## src/rtl/mct_pkg.sv

```systemverilog
package mct_pkg;
  localparam int BUS_W    = 32;
  localparam int ADDR_W   = 8;
  localparam int NUM_DOWN = 3;
  localparam int CHAN_IDX_W = $clog2(NUM_DOWN);

  // block base addresses, upper nibble of the byte address
  localparam logic [3:0] CHAN_BLOCK [NUM_DOWN] = '{4'h0, 4'h2, 4'h8};
  localparam logic [3:0] STAMP_BLOCK = 4'h6;

  // word index within a block
  localparam logic [1:0] REG_LOAD  = 2'd0;
  localparam logic [1:0] REG_VALUE = 2'd1;
  localparam logic [1:0] REG_CTRL  = 2'd2;
  localparam logic [1:0] REG_CLEAR = 2'd3;
  localparam logic [1:0] REG_STAMP_LO = 2'd0;
  localparam logic [1:0] REG_STAMP_HI = 2'd1;

  // control field positions
  localparam int CTRL_EN_BIT   = 7;
  localparam int CTRL_PER_BIT  = 6;
  localparam int CTRL_FAST_BIT = 3;

  typedef struct packed {
    logic [NUM_DOWN-1:0] loadWr;
    logic [NUM_DOWN-1:0] ctrlWr;
    logic [NUM_DOWN-1:0] clrWr;
    logic                stampHiWr;
  } mctStrobes_t;

  typedef enum logic [2:0] {
    RD_NONE,
    RD_LOAD,
    RD_VALUE,
    RD_CTRL,
    RD_STAMP_LO,
    RD_STAMP_HI
  } mctRdKind_t;
endpackage

```

## src/rtl/mct_ctrl.sv

```systemverilog
module mct_ctrl
  import mct_pkg::*;
(
  input  logic                  clk,
  input  logic                  rstN,
  input  logic [ADDR_W-1:0]     busAddr,
  input  logic                  busWe,
  output mctStrobes_t           strobes,
  output mctRdKind_t            rdKind,
  output logic [CHAN_IDX_W-1:0] rdChan
);
  logic [3:0] blockSel;
  logic [1:0] wordSel;
  logic       aligned;

  assign blockSel = busAddr[7:4];
  assign wordSel  = busAddr[3:2];
  assign aligned  = (busAddr[1:0] == 2'b00);

  always_comb begin
    strobes = '0;
    rdKind  = RD_NONE;
    rdChan  = '0;
    if (aligned) begin
      for (int i = 0; i < NUM_DOWN; i++) begin
        if (blockSel == CHAN_BLOCK[i]) begin
          rdChan = CHAN_IDX_W'(i);
          unique case (wordSel)
            REG_LOAD: begin
              rdKind = RD_LOAD;
              strobes.loadWr[i] = busWe;
            end
            REG_VALUE: rdKind = RD_VALUE;
            REG_CTRL: begin
              rdKind = RD_CTRL;
              strobes.ctrlWr[i] = busWe;
            end
            default: strobes.clrWr[i] = busWe;
          endcase
        end
      end
      if (blockSel == STAMP_BLOCK) begin
        if (wordSel == REG_STAMP_LO) begin
          rdKind = RD_STAMP_LO;
        end else if (wordSel == REG_STAMP_HI) begin
          rdKind = RD_STAMP_HI;
          strobes.stampHiWr = busWe;
        end
      end
    end
  end

  // a single bus write never strikes two registers
  a_r8_one_strobe: assert property (@(posedge clk) disable iff (!rstN)
    $onehot0({strobes.loadWr, strobes.ctrlWr, strobes.clrWr, strobes.stampHiWr}));

  // misaligned accesses decode to nothing
  a_r8_misaligned_quiet: assert property (@(posedge clk) disable iff (!rstN)
    (busAddr[1:0] != 2'b00) |-> (strobes == '0 && rdKind == RD_NONE));
endmodule

```

## src/rtl/mct_down_chan.sv

```systemverilog
module mct_down_chan
  import mct_pkg::*;
#(
  parameter int W = 16
) (
  input  logic             clk,
  input  logic             rstN,
  input  logic             loadWr,
  input  logic             ctrlWr,
  input  logic             clrWr,
  input  logic [W-1:0]     loadData,
  input  logic             enIn,
  input  logic             perIn,
  input  logic             fastIn,
  input  logic             fastTick,
  input  logic             slowTick,
  output logic [BUS_W-1:0] countWord,
  output logic [BUS_W-1:0] loadWord,
  output logic [BUS_W-1:0] ctrlWord,
  output logic             irq
);
  logic [W-1:0] count;
  logic [W-1:0] loadVal;
  logic         ctrlEn, ctrlPer, ctrlFast;
  logic         tickHit, atZero, underflow;

  assign tickHit   = ctrlEn & (ctrlFast ? fastTick : slowTick);
  assign atZero    = (count == '0);
  assign underflow = tickHit & atZero & ~loadWr;

  always_ff @(posedge clk) begin
    if (!rstN) begin
      count    <= '0;
      loadVal  <= '0;
      ctrlEn   <= 1'b0;
      ctrlPer  <= 1'b0;
      ctrlFast <= 1'b0;
      irq      <= 1'b0;
    end else begin
      if (ctrlWr) begin
        ctrlEn   <= enIn;
        ctrlPer  <= perIn;
        ctrlFast <= fastIn;
      end
      if (loadWr) begin
        loadVal <= loadData;
        count   <= loadData;
      end else if (tickHit) begin
        if (atZero) count <= ctrlPer ? loadVal : '1;
        else        count <= count - W'(1);
      end
      if (underflow)  irq <= 1'b1;
      else if (clrWr) irq <= 1'b0;
    end
  end

  assign countWord = BUS_W'(count);
  assign loadWord  = BUS_W'(loadVal);

  always_comb begin
    ctrlWord = '0;
    ctrlWord[CTRL_EN_BIT]   = ctrlEn;
    ctrlWord[CTRL_PER_BIT]  = ctrlPer;
    ctrlWord[CTRL_FAST_BIT] = ctrlFast;
  end

  a_r3_step_down: assert property (@(posedge clk) disable iff (!rstN)
    (tickHit && !atZero && !loadWr) |=> count == $past(count) - W'(1));

  a_r3_hold_idle: assert property (@(posedge clk) disable iff (!rstN)
    (!tickHit && !loadWr) |=> $stable(count));

  a_r4_reload: assert property (@(posedge clk) disable iff (!rstN)
    (underflow && ctrlPer) |=> count == $past(loadVal));

  a_r5_wrap: assert property (@(posedge clk) disable iff (!rstN)
    (underflow && !ctrlPer) |=> (&count));

  a_r6_irq_set: assert property (@(posedge clk) disable iff (!rstN)
    underflow |=> irq);

  a_r6_irq_clear: assert property (@(posedge clk) disable iff (!rstN)
    (clrWr && !underflow) |=> !irq);

  a_r6_irq_sticky: assert property (@(posedge clk) disable iff (!rstN)
    (irq && !clrWr) |=> irq);

  a_r11_load_wins: assert property (@(posedge clk) disable iff (!rstN)
    loadWr |=> count == $past(loadData));
endmodule

```

## src/rtl/mct_datapath.sv

```systemverilog
module mct_datapath
  import mct_pkg::*;
#(
  parameter int NARROW_W = 16,
  parameter int WIDE_W   = 32,
  parameter int STAMP_W  = 40
) (
  input  logic                  clk,
  input  logic                  rstN,
  input  mctStrobes_t           strobes,
  input  mctRdKind_t            rdKind,
  input  logic [CHAN_IDX_W-1:0] rdChan,
  input  logic [BUS_W-1:0]      busWdata,
  input  logic                  fastTick,
  input  logic                  slowTick,
  input  logic                  stampTick,
  output logic [BUS_W-1:0]      busRdata,
  output logic [NUM_DOWN-1:0]   irqOut
);
  localparam int STAMP_HI_W = STAMP_W - BUS_W;
  localparam int STAMP_EN_BIT = STAMP_HI_W;

  logic [BUS_W-1:0] countWord [NUM_DOWN];
  logic [BUS_W-1:0] loadWord  [NUM_DOWN];
  logic [BUS_W-1:0] ctrlWord  [NUM_DOWN];

  for (genvar g = 0; g < NUM_DOWN; g++) begin : g_chan
    localparam int CW = (g == NUM_DOWN - 1) ? WIDE_W : NARROW_W;
    mct_down_chan #(.W(CW)) u_chan (
      .clk       (clk),
      .rstN      (rstN),
      .loadWr    (strobes.loadWr[g]),
      .ctrlWr    (strobes.ctrlWr[g]),
      .clrWr     (strobes.clrWr[g]),
      .loadData  (busWdata[CW-1:0]),
      .enIn      (busWdata[CTRL_EN_BIT]),
      .perIn     (busWdata[CTRL_PER_BIT]),
      .fastIn    (busWdata[CTRL_FAST_BIT]),
      .fastTick  (fastTick),
      .slowTick  (slowTick),
      .countWord (countWord[g]),
      .loadWord  (loadWord[g]),
      .ctrlWord  (ctrlWord[g]),
      .irq       (irqOut[g])
    );
  end

  // free-running timestamp
  logic [STAMP_W-1:0] stampCnt;
  logic               stampEn;
  logic               stampOff;

  assign stampOff = strobes.stampHiWr & ~busWdata[STAMP_EN_BIT];

  always_ff @(posedge clk) begin
    if (!rstN) begin
      stampCnt <= '0;
      stampEn  <= 1'b0;
    end else begin
      if (strobes.stampHiWr) stampEn <= busWdata[STAMP_EN_BIT];
      if (stampOff)                   stampCnt <= '0;
      else if (stampEn && stampTick)  stampCnt <= stampCnt + STAMP_W'(1);
    end
  end

  always_comb begin
    busRdata = '0;
    unique case (rdKind)
      RD_LOAD:     if (int'(rdChan) < NUM_DOWN) busRdata = loadWord[rdChan];
      RD_VALUE:    if (int'(rdChan) < NUM_DOWN) busRdata = countWord[rdChan];
      RD_CTRL:     if (int'(rdChan) < NUM_DOWN) busRdata = ctrlWord[rdChan];
      RD_STAMP_LO: busRdata = stampCnt[BUS_W-1:0];
      RD_STAMP_HI: busRdata = BUS_W'({stampEn, stampCnt[STAMP_W-1:BUS_W]});
      default:     busRdata = '0;
    endcase
  end

  a_r9_stamp_step: assert property (@(posedge clk) disable iff (!rstN)
    (stampEn && stampTick && !stampOff) |=> stampCnt == $past(stampCnt) + STAMP_W'(1));

  a_r9_stamp_hold: assert property (@(posedge clk) disable iff (!rstN)
    (!(stampEn && stampTick) && !stampOff) |=> $stable(stampCnt));

  a_r10_stamp_off_zero: assert property (@(posedge clk) disable iff (!rstN)
    stampOff |=> (stampCnt == '0 && !stampEn));
endmodule

```

## src/rtl/mc_tick_timer.sv

```systemverilog
module mc_tick_timer
  import mct_pkg::*;
#(
  parameter int NARROW_W = 16,
  parameter int WIDE_W   = 32,
  parameter int STAMP_W  = 40
) (
  input  logic                clk,
  input  logic                rstN,
  input  logic [ADDR_W-1:0]   busAddr,
  input  logic [BUS_W-1:0]    busWdata,
  input  logic                busWe,
  output logic [BUS_W-1:0]    busRdata,
  input  logic                fastTick,
  input  logic                slowTick,
  input  logic                stampTick,
  output logic [NUM_DOWN-1:0] irqOut
);
  mctStrobes_t           strobes;
  mctRdKind_t            rdKind;
  logic [CHAN_IDX_W-1:0] rdChan;

  mct_ctrl u_ctrl (
    .clk     (clk),
    .rstN    (rstN),
    .busAddr (busAddr),
    .busWe   (busWe),
    .strobes (strobes),
    .rdKind  (rdKind),
    .rdChan  (rdChan)
  );

  mct_datapath #(
    .NARROW_W (NARROW_W),
    .WIDE_W   (WIDE_W),
    .STAMP_W  (STAMP_W)
  ) u_dp (
    .clk       (clk),
    .rstN      (rstN),
    .strobes   (strobes),
    .rdKind    (rdKind),
    .rdChan    (rdChan),
    .busWdata  (busWdata),
    .fastTick  (fastTick),
    .slowTick  (slowTick),
    .stampTick (stampTick),
    .busRdata  (busRdata),
    .irqOut    (irqOut)
  );
endmodule

```

## config.mk

```make
export PLATFORM = sky130hd
export DESIGN_NAME = mc_tick_timer
export DESIGN_NICKNAME = d
export VERILOG_FILES = /design/src/rtl/mct_pkg.sv /design/src/rtl/mct_ctrl.sv /design/src/rtl/mct_down_chan.sv /design/src/rtl/mct_datapath.sv /design/src/rtl/mc_tick_timer.sv
export SDC_FILE = /design/constraint.sdc
export NUM_CORES = 1
export LEC_CHECK = 0
export ABC_AREA = 1
export BUFFER_PORTS_ARGS = -buffer_cell sky130_fd_sc_hd__buf_2
export CELL_PAD_IN_SITES_DETAIL_PLACEMENT = 1
export CELL_PAD_IN_SITES_GLOBAL_PLACEMENT = 2
export CORE_UTILIZATION = 33
export DETAILED_ROUTE_END_ITERATION = 7
export PLACE_DENSITY_LB_ADDON = 0.12
export RECOVER_POWER = 100
export SYNTH_ARGS = -nofsm -noshare
export SYNTH_HDL_FRONTEND = slang
export SYNTH_SLANG_ARGS = --single-unit
```

## constraint.sdc

```tcl
create_clock -name clk -period 2.3 [get_ports clk]
set_input_delay 0.115 -clock clk [delete_from_list [all_inputs] [get_ports clk]]
set_output_delay 0.115 -clock clk [all_outputs]
set_load 0.03 [all_outputs]
```

==> impl_metrics.env, run 1 <==
export IMPL_synth_adder_area_share_pct=1.17
export IMPL_synth_cell_types=37
export IMPL_cts_tree="done"
export IMPL_dieArea_um2=36600
export IMPL_critical_path_class="reg -> out"
export IMPL_muxShareOfSynthArea_pct=0
export IMPL_reg2reg_from="u_dp.stampCnt[0]$_SDFFE_PP0P_"
export IMPL_avgSynthCellArea_um2=5.98
export IMPL_cp_end_kind="output port"
export IMPL_grt_ovfl_total=0
export IMPL_antenna_cells=0
export IMPL_clock_skew_final_ps=10.4
export IMPL_synth_seq_cells=181
export IMPL_wl_per_cell_um=21.1
export IMPL_layout_nets=2131
export IMPL_synth_cells=1976
export IMPL_start_util_pct=33.9
export IMPL_synth_top_family_by_area="simple AND/OR/NAND/NOR gates"
export IMPL_async_reset_ff_share_pct=0
export IMPL_fp_dieH_um=191
export IMPL_antenna_left=0
export IMPL_yosysMostFrequentCell="nand2_1"
export IMPL_synth_ff_type="dfxtp_1"
export IMPL_synth_cell_area_um2=11800
export IMPL_min_delay_path_depth=3
export IMPL_grt_pass1_wl_um=81500
export IMPL_holdPathEnd="u_dp.g_chan[0].u_chan.loadVal[2]$_SDFFE_PN0P_"
export IMPL_dp_hpwl_um=41600
export IMPL_synthXorXnorAreaFrac_pct=2.82
export IMPL_cts_buffers_inserted=17
export IMPL_cp_required_ps=2180
export IMPL_slew_viol_final=0
export IMPL_die_w_um=191
export IMPL_pin_count=81
export IMPL_seq_area_frac_synth_pct=30.7
export IMPL_crit_fanout=4
export IMPL_place_congestion=0.911
export IMPL_cts_root_buf="clkbuf_16"
export IMPL_ys_warn_count=0
export IMPL_setup_viol=0
export IMPL_dr_first_iter_drc_count=1096
export IMPL_synth_edff_count=0
export IMPL_grt_max_degree=101
export IMPL_remaining_drc_errors=0
export IMPL_area_growth_pct=16.1
export IMPL_synth_fp_nets=2033
export IMPL_outcome="finished clean"
export IMPL_relSlewSlack_pct=13.5
export IMPL_io_buffers=80
export IMPL_worst_slew_pin_slew_ps=1300
export IMPL_row_count=68
export IMPL_synth_compound_area_share_pct=19.6
export IMPL_worstHoldStart="busWdata[2]"
export IMPL_grt_pass1_vias=13439
export IMPL_first_pass_iters=5
export IMPL_grt_use_total_pct=29.6
export IMPL_synthTopCellsByArea="dfxtp_1 31%, nand2_1 19%, a21oi_1 8.6%, o21ai_0 7.6%, nor2_1 6.9%"
export IMPL_avgViaCountPerCell=5.40
export IMPL_regToRegSetupSlack_ps=240
export IMPL_powerDensity_nw_per_um2=502
export IMPL_cts_htree_levels=4
export IMPL_holdCritPathClass="in -> reg"
export IMPL_placed_area_um2=12900
export IMPL_fin_cells=2542
export IMPL_leakage_nw=5.71
export IMPL_yosys_area_top_type_share_pct=30.7
export IMPL_fp_coreArea_um2=34900
export IMPL_arrival_ps=2090
export IMPL_synth_commonest_cells="602 x nand2_1, 217 x nor2_1, 203 x a21oi_1, 195 x inv_1, 181 x dfxtp_1"
export IMPL_drive_gt1_share_pct=10.1
export IMPL_clkSinkCount=181
export IMPL_startpoint_type="register"
export IMPL_vdd_drop_max_uv=552
export IMPL_worstReg2RegEnd="u_dp.stampCnt[33]$_SDFFE_PP0P_"
export IMPL_final_core_util_pct=39.3
export IMPL_vias=13733
export IMPL_finalCritPeriodShare_pct=95.7
export IMPL_place_inst=2488
export IMPL_max_clock_path_buffers=2
export IMPL_setup_tns_final_ps=0
export IMPL_yosys_area_share_simple_pct=36.0
export IMPL_antenna_found_initial=1
export IMPL_fin_crit_ps=2200
export IMPL_clk_pin_slew_ps=70
export IMPL_drv_cap=0
export IMPL_clock_latency_ps=460
export IMPL_synth_area_leader_cell="dfxtp_1"
export IMPL_worst_r2r_cell_count=9
export IMPL_max_freq_ghz=0.454
export IMPL_rsz0062_at_grt="no"
export IMPL_drt_wl_total_um=53500
export IMPL_stdcell_area_um2=13700
export IMPL_hold_viol=0
==> timing repair <==
item,CTS,global route
endpoints found under the hold margin,32,0
gates resized for setup,0,3
setup endpoints to repair,0,19
buffers inserted,0,1
hold buffers,21,0
==> area by class of cell <==
class | instances | area (um^2)
inverters | 207 | 778
flip-flops and latches | 181 | 3620
well taps | 455 | 569
clock buffers | 20 | 457
clock inverters | 12 | 153
fillers | 4747 | 21200
repair buffers | 159 | 1110
multi-input cells | 1508 | 7020
==> logic make-up after synthesis <==
group,Yosys count
buffers and inverters,287
flip-flops,181
AO/OA/AOI/OAI,444
adder cells (fa/ha/maj),11
AND/OR/NAND/NOR,1015
XOR/XNOR,38
==> metrics by stage <==
stage / hold WS (ps) / setup WS (ps) / power, W
4_1_cts: 1.77 / 101 / 0.00693
5_1_grt: 17.6 / 5.25 / 0.00709
3_3_place_gp: 386 / 187 / 0.00371
2_1_floorplan: 253 / 446 / 0.00348
6_report: 23.3 / 99.1 / 0.00688
3_5_place_dp: 393 / 106 / 0.00371
==> state kept, by name, indices dropped and copies added (netlist names) <==
signal,cells
u_dp.g_chan.u_chan.irq,3
u_dp.stampEn,1
u_dp.g_chan.u_chan.ctrlFast,3
u_dp.stampCnt,40
u_dp.g_chan.u_chan.countWord,32
u_dp.g_chan.u_chan.loadWord,32
u_dp.g_chan.u_chan.loadVal,32
u_dp.g_chan.u_chan.ctrlEn,3
u_dp.g_chan.u_chan.count,32
u_dp.g_chan.u_chan.ctrlPer,3
==> where the power goes <==
group	switching, W	internal, W
logic	0.000363	0.000162
clock network	0.00144	0.00177
registers	0.00000630	0.00314
==> metal layers <==
metal  part of all wire, %  global-route usage (%)  vias up
met3                   6.1                    3.62       36
met2                    43                    44.6      382
met1                    50                    44.5     6726
li1                      -                       -     6589
met5                     0                       0        -
met4                   1.3                    6.20        0
==> placed cells by master, fill, tap and decap left out, drive strengths merged, types with 7 or more instances in the layout <==
| master | Yosys | layout |
|---|---|---|
| inv | 207 | 207 |
| clkbuf | 43 | 53 |
| dlygate4sd3 | 0 | 21 |
| dfxtp | 181 | 181 |
| nand4 | 30 | 30 |
| buf | 37 | 105 |
| ha | 11 | 11 |
| xor2 | 34 | 34 |
| clkinv | 0 | 7 |
| nand2 | 608 | 608 |
| a31oi | 10 | 10 |
| o211ai | 23 | 23 |
| nor2 | 240 | 240 |
| nand3 | 102 | 102 |
| o21ai | 197 | 197 |
| nor3 | 22 | 22 |
| a21oi | 203 | 203 |
==> how the worst max path moves through the flow <==
stage / slack [ps] / depth (start not counted) / start / end
2_1_floorplan: 450 / 10 / busAddr[3] / busRdata[10]
3_3_place_gp: 190 / 13 / busAddr[3] / busRdata[8]
3_5_place_dp: 110 / 13 / busAddr[2] / busRdata[16]
4_1_cts: 100 / 13 / busAddr[2] / busRdata[16]
5_1_grt: 5 / 7 / u_dp.g_chan[1].u_chan.count[13]$_SDFFE_PN0P_ / busRdata[13]
6_report: 100 / 7 / u_dp.g_chan[1].u_chan.count[11]$_SDFFE_PN0P_ / busRdata[11]
==> worst max-delay path, stage by stage (launching register included) <==
cell	delay, ps
dfxtp_1	390
inv_1	130
a21oi_1	190
o21ai_0	220
o21ai_0	160
nand2_1	80
o211ai_1	200
buf_2	280
No activity file was read; power rests on OpenSTA's default activity.
==> inputs of run 2 (changes only) <==
Settings changed: CELL_PAD_IN_SITES_DETAIL_PLACEMENT 1 to 0, CELL_PAD_IN_SITES_GLOBAL_PLACEMENT 2 to 1, CORE_MARGIN set to 2, CORE_UTILIZATION 33 to 43.
==> run 2 against run 1 <==
Register-to-register slack lost 50 ps. Sequential power barely moved. Utilization is 10 points higher. Flip-flop and latch count unchanged. Combinational power is 6.1% lower.
==> impl_metrics.env, run 2 (same netlist as run 1, synthesis figures left out) <==
export IMPL_outcome="finished clean"
export IMPL_antenna_cells=0
export IMPL_reg2reg_from="u_dp.g_chan[2].u_chan.ctrlFast$_SDFFE_PN0P_"
export IMPL_pin_count=81
export IMPL_grt_pass1_vias=11999
export IMPL_die_w_um=170
export IMPL_rsz0062_at_grt="no"
export IMPL_holdCritPathClass="in -> reg"
export IMPL_avgViaCountPerCell=5.61
export IMPL_area_growth_pct=13.0
export IMPL_fill_cells=2950
export IMPL_wl_per_cell_um=19.2
export IMPL_vias=13523
export IMPL_cts_buffers_inserted=17
export IMPL_antenna_found_initial=1
export IMPL_max_clock_path_buffers=2
export IMPL_clk_pin_slew_ps=70
export IMPL_use_met3_pct=6.44
export IMPL_dieArea_um2=28800
export IMPL_fp_dieH_um=170
export IMPL_use_met2_pct=46.5
export IMPL_setup_viol=0
export IMPL_fin_ws_ps=104
export IMPL_drv_cap=0
export IMPL_cts_tree="done"
export IMPL_cts_setup_buffers=0
export IMPL_regToRegSetupSlack_ps=190
export IMPL_cts_htree_levels=4
export IMPL_dp_hpwl_um=35300
export IMPL_crit_end="busRdata[3]"
export IMPL_final_cell_mix="602 x nand2_1, 221 x nor2_1, 203 x a21oi_1"
export IMPL_vdd_drop_max_uv=420
export IMPL_drive_gt1_share_pct=9.66
export IMPL_grt_pass1_wl_um=70600
export IMPL_relSlewSlack_pct=29.5
export IMPL_startpoint_type="input port"
export IMPL_largest_register_ffs=40
export IMPL_setup_tns_final_ps=0
export IMPL_critical_path_class="in -> out"
export IMPL_clock_skew_final_ps=16.6
export IMPL_antenna_left=0
export IMPL_dr_first_iter_drc_count=1470
export IMPL_fp_coreArea_um2=27000
export IMPL_dpl_worst_slack_ps=160
export IMPL_grt_use_total_pct=31.9
export IMPL_start_util_pct=43.8
export IMPL_crit_fanout=21
export IMPL_drt_wl_total_um=46300
export IMPL_final_core_util_pct=49.5
export IMPL_powerDensity_nw_per_um2=500
export IMPL_cp_end_kind="output port"
export IMPL_worst_slew_pin_slew_ps=1050
export IMPL_grt_ovfl_total=0
export IMPL_clock_latency_ps=450
export IMPL_worst_r2r_cell_count=7
export IMPL_use_met1_pct=47.7
export IMPL_worstReg2RegEnd="u_dp.g_chan[2].u_chan.irq$_SDFFE_PN0P_"
export IMPL_io_buffers=80
export IMPL_grt_max_degree=68
export IMPL_arrival_ps=2080
export IMPL_mostFrequentLayoutCell="nand2_1"
export IMPL_worstSetupStartpoint="busAddr[6]"
export IMPL_fin_crit_ps=2200
export IMPL_layout_nets=2115
export IMPL_row_count=60
export IMPL_leakage_nw=5.60
export IMPL_fin_hold_ws_ps=8.18
export IMPL_finalCritPeriodShare_pct=95.5
export IMPL_max_freq_ghz=0.455
export IMPL_grt_busiest_layer="met1"
export IMPL_hold_viol=0
export IMPL_slew_viol_final=0
export IMPL_place_congestion=0.967
export IMPL_cts_root_buf="clkbuf_16"
export IMPL_clkSinkCount=181
export IMPL_cp_required_ps=2180
export IMPL_regMostFlops="u_dp.stampCnt"
export IMPL_first_pass_iters=5
export IMPL_remaining_drc_errors=0
==> run 2: report_power, final <==
part	internal (W)	switching [W]	total, W	leakage, nW
Combinational	0.000151	0.000342	0.000493	3.86
Clock	0.00161	0.00144	0.00304	0.285
Sequential	0.00314	0.00000633	0.00314	1.46
Total	0.00489	0.00178	0.00668	5.60
==> run 2: critical path, cell delays in order <==
cell      delay, ps
clkbuf_1        120
nor2_1          300
nand3_2         170
inv_1           110
buf_4           230
buf_4           160
a21oi_1          80
o21ai_0         150
o21ai_0         170
nand2_1         100
nand4_1         150
clkbuf_2        220
==> run 2: routing by layer <==
layer | vias up | part of all wire, %
met5 | - | 0.035
li1 | 6568 | -
met4 | 2 | 2.3
met3 | 74 | 9.3
met1 | 6315 | 46
met2 | 564 | 42
==> run 2: stage by stage <==
| stage | instances | instance area (um^2) | total power (W) |
|---|---|---|---|
| CTS | 2412 | 13400 | 0.00668 |
| detailed placement | 2365 | 12700 | 0.00369 |
| global route | 2412 | 13400 | 0.00689 |
| finish | 2412 | 13400 | 0.00668 |
| floorplan | 1976 | 11800 | 0.00348 |
| global placement | 2365 | 12700 | 0.00369 |
==> run 2: layout make-up <==
cell class,count,area (um^2),share of cell area [%]
Clock buffer,21,470,3.52
Clock inverter,11,113,0.843
Inverter,207,778,5.83
Multi-Input combinational cell,1508,7020,52.6
Sequential cell,181,3620,27.1
Tap cell,341,427,3.20
Timing Repair Buffer,143,915,6.85
==> run 2: worst min path at each step <==
stage	startpoint	cells past startpoint	slack (ps)	end
3_5_place_dp	busWdata[31]	3	390	u_dp.g_chan[2].u_chan.loadWord[31]$_SDFFE_PN0P_
3_3_place_gp	busWdata[28]	3	380	u_dp.g_chan[2].u_chan.loadWord[28]$_SDFFE_PN0P_
5_1_grt	busWdata[12]	3	0.7	u_dp.g_chan[1].u_chan.loadVal[12]$_SDFFE_PN0P_
6_report	busWdata[9]	3	8	u_dp.g_chan[1].u_chan.loadVal[9]$_SDFFE_PN0P_
4_1_cts	busWdata[12]	3	4	u_dp.g_chan[1].u_chan.loadVal[12]$_SDFFE_PN0P_
2_1_floorplan	rstN	2	250	u_dp.g_chan[1].u_chan.ctrlEn$_SDFFE_PN0P_
==> run 2: what timing repair did <==
| item | in CTS | in global routing |
|---|---|---|
| hold endpoints to repair | 17 | 0 |
| hold buffers | 15 | 0 |
| resized for setup | 0 | 2 |
| setup endpoints to repair | 0 | 2 |
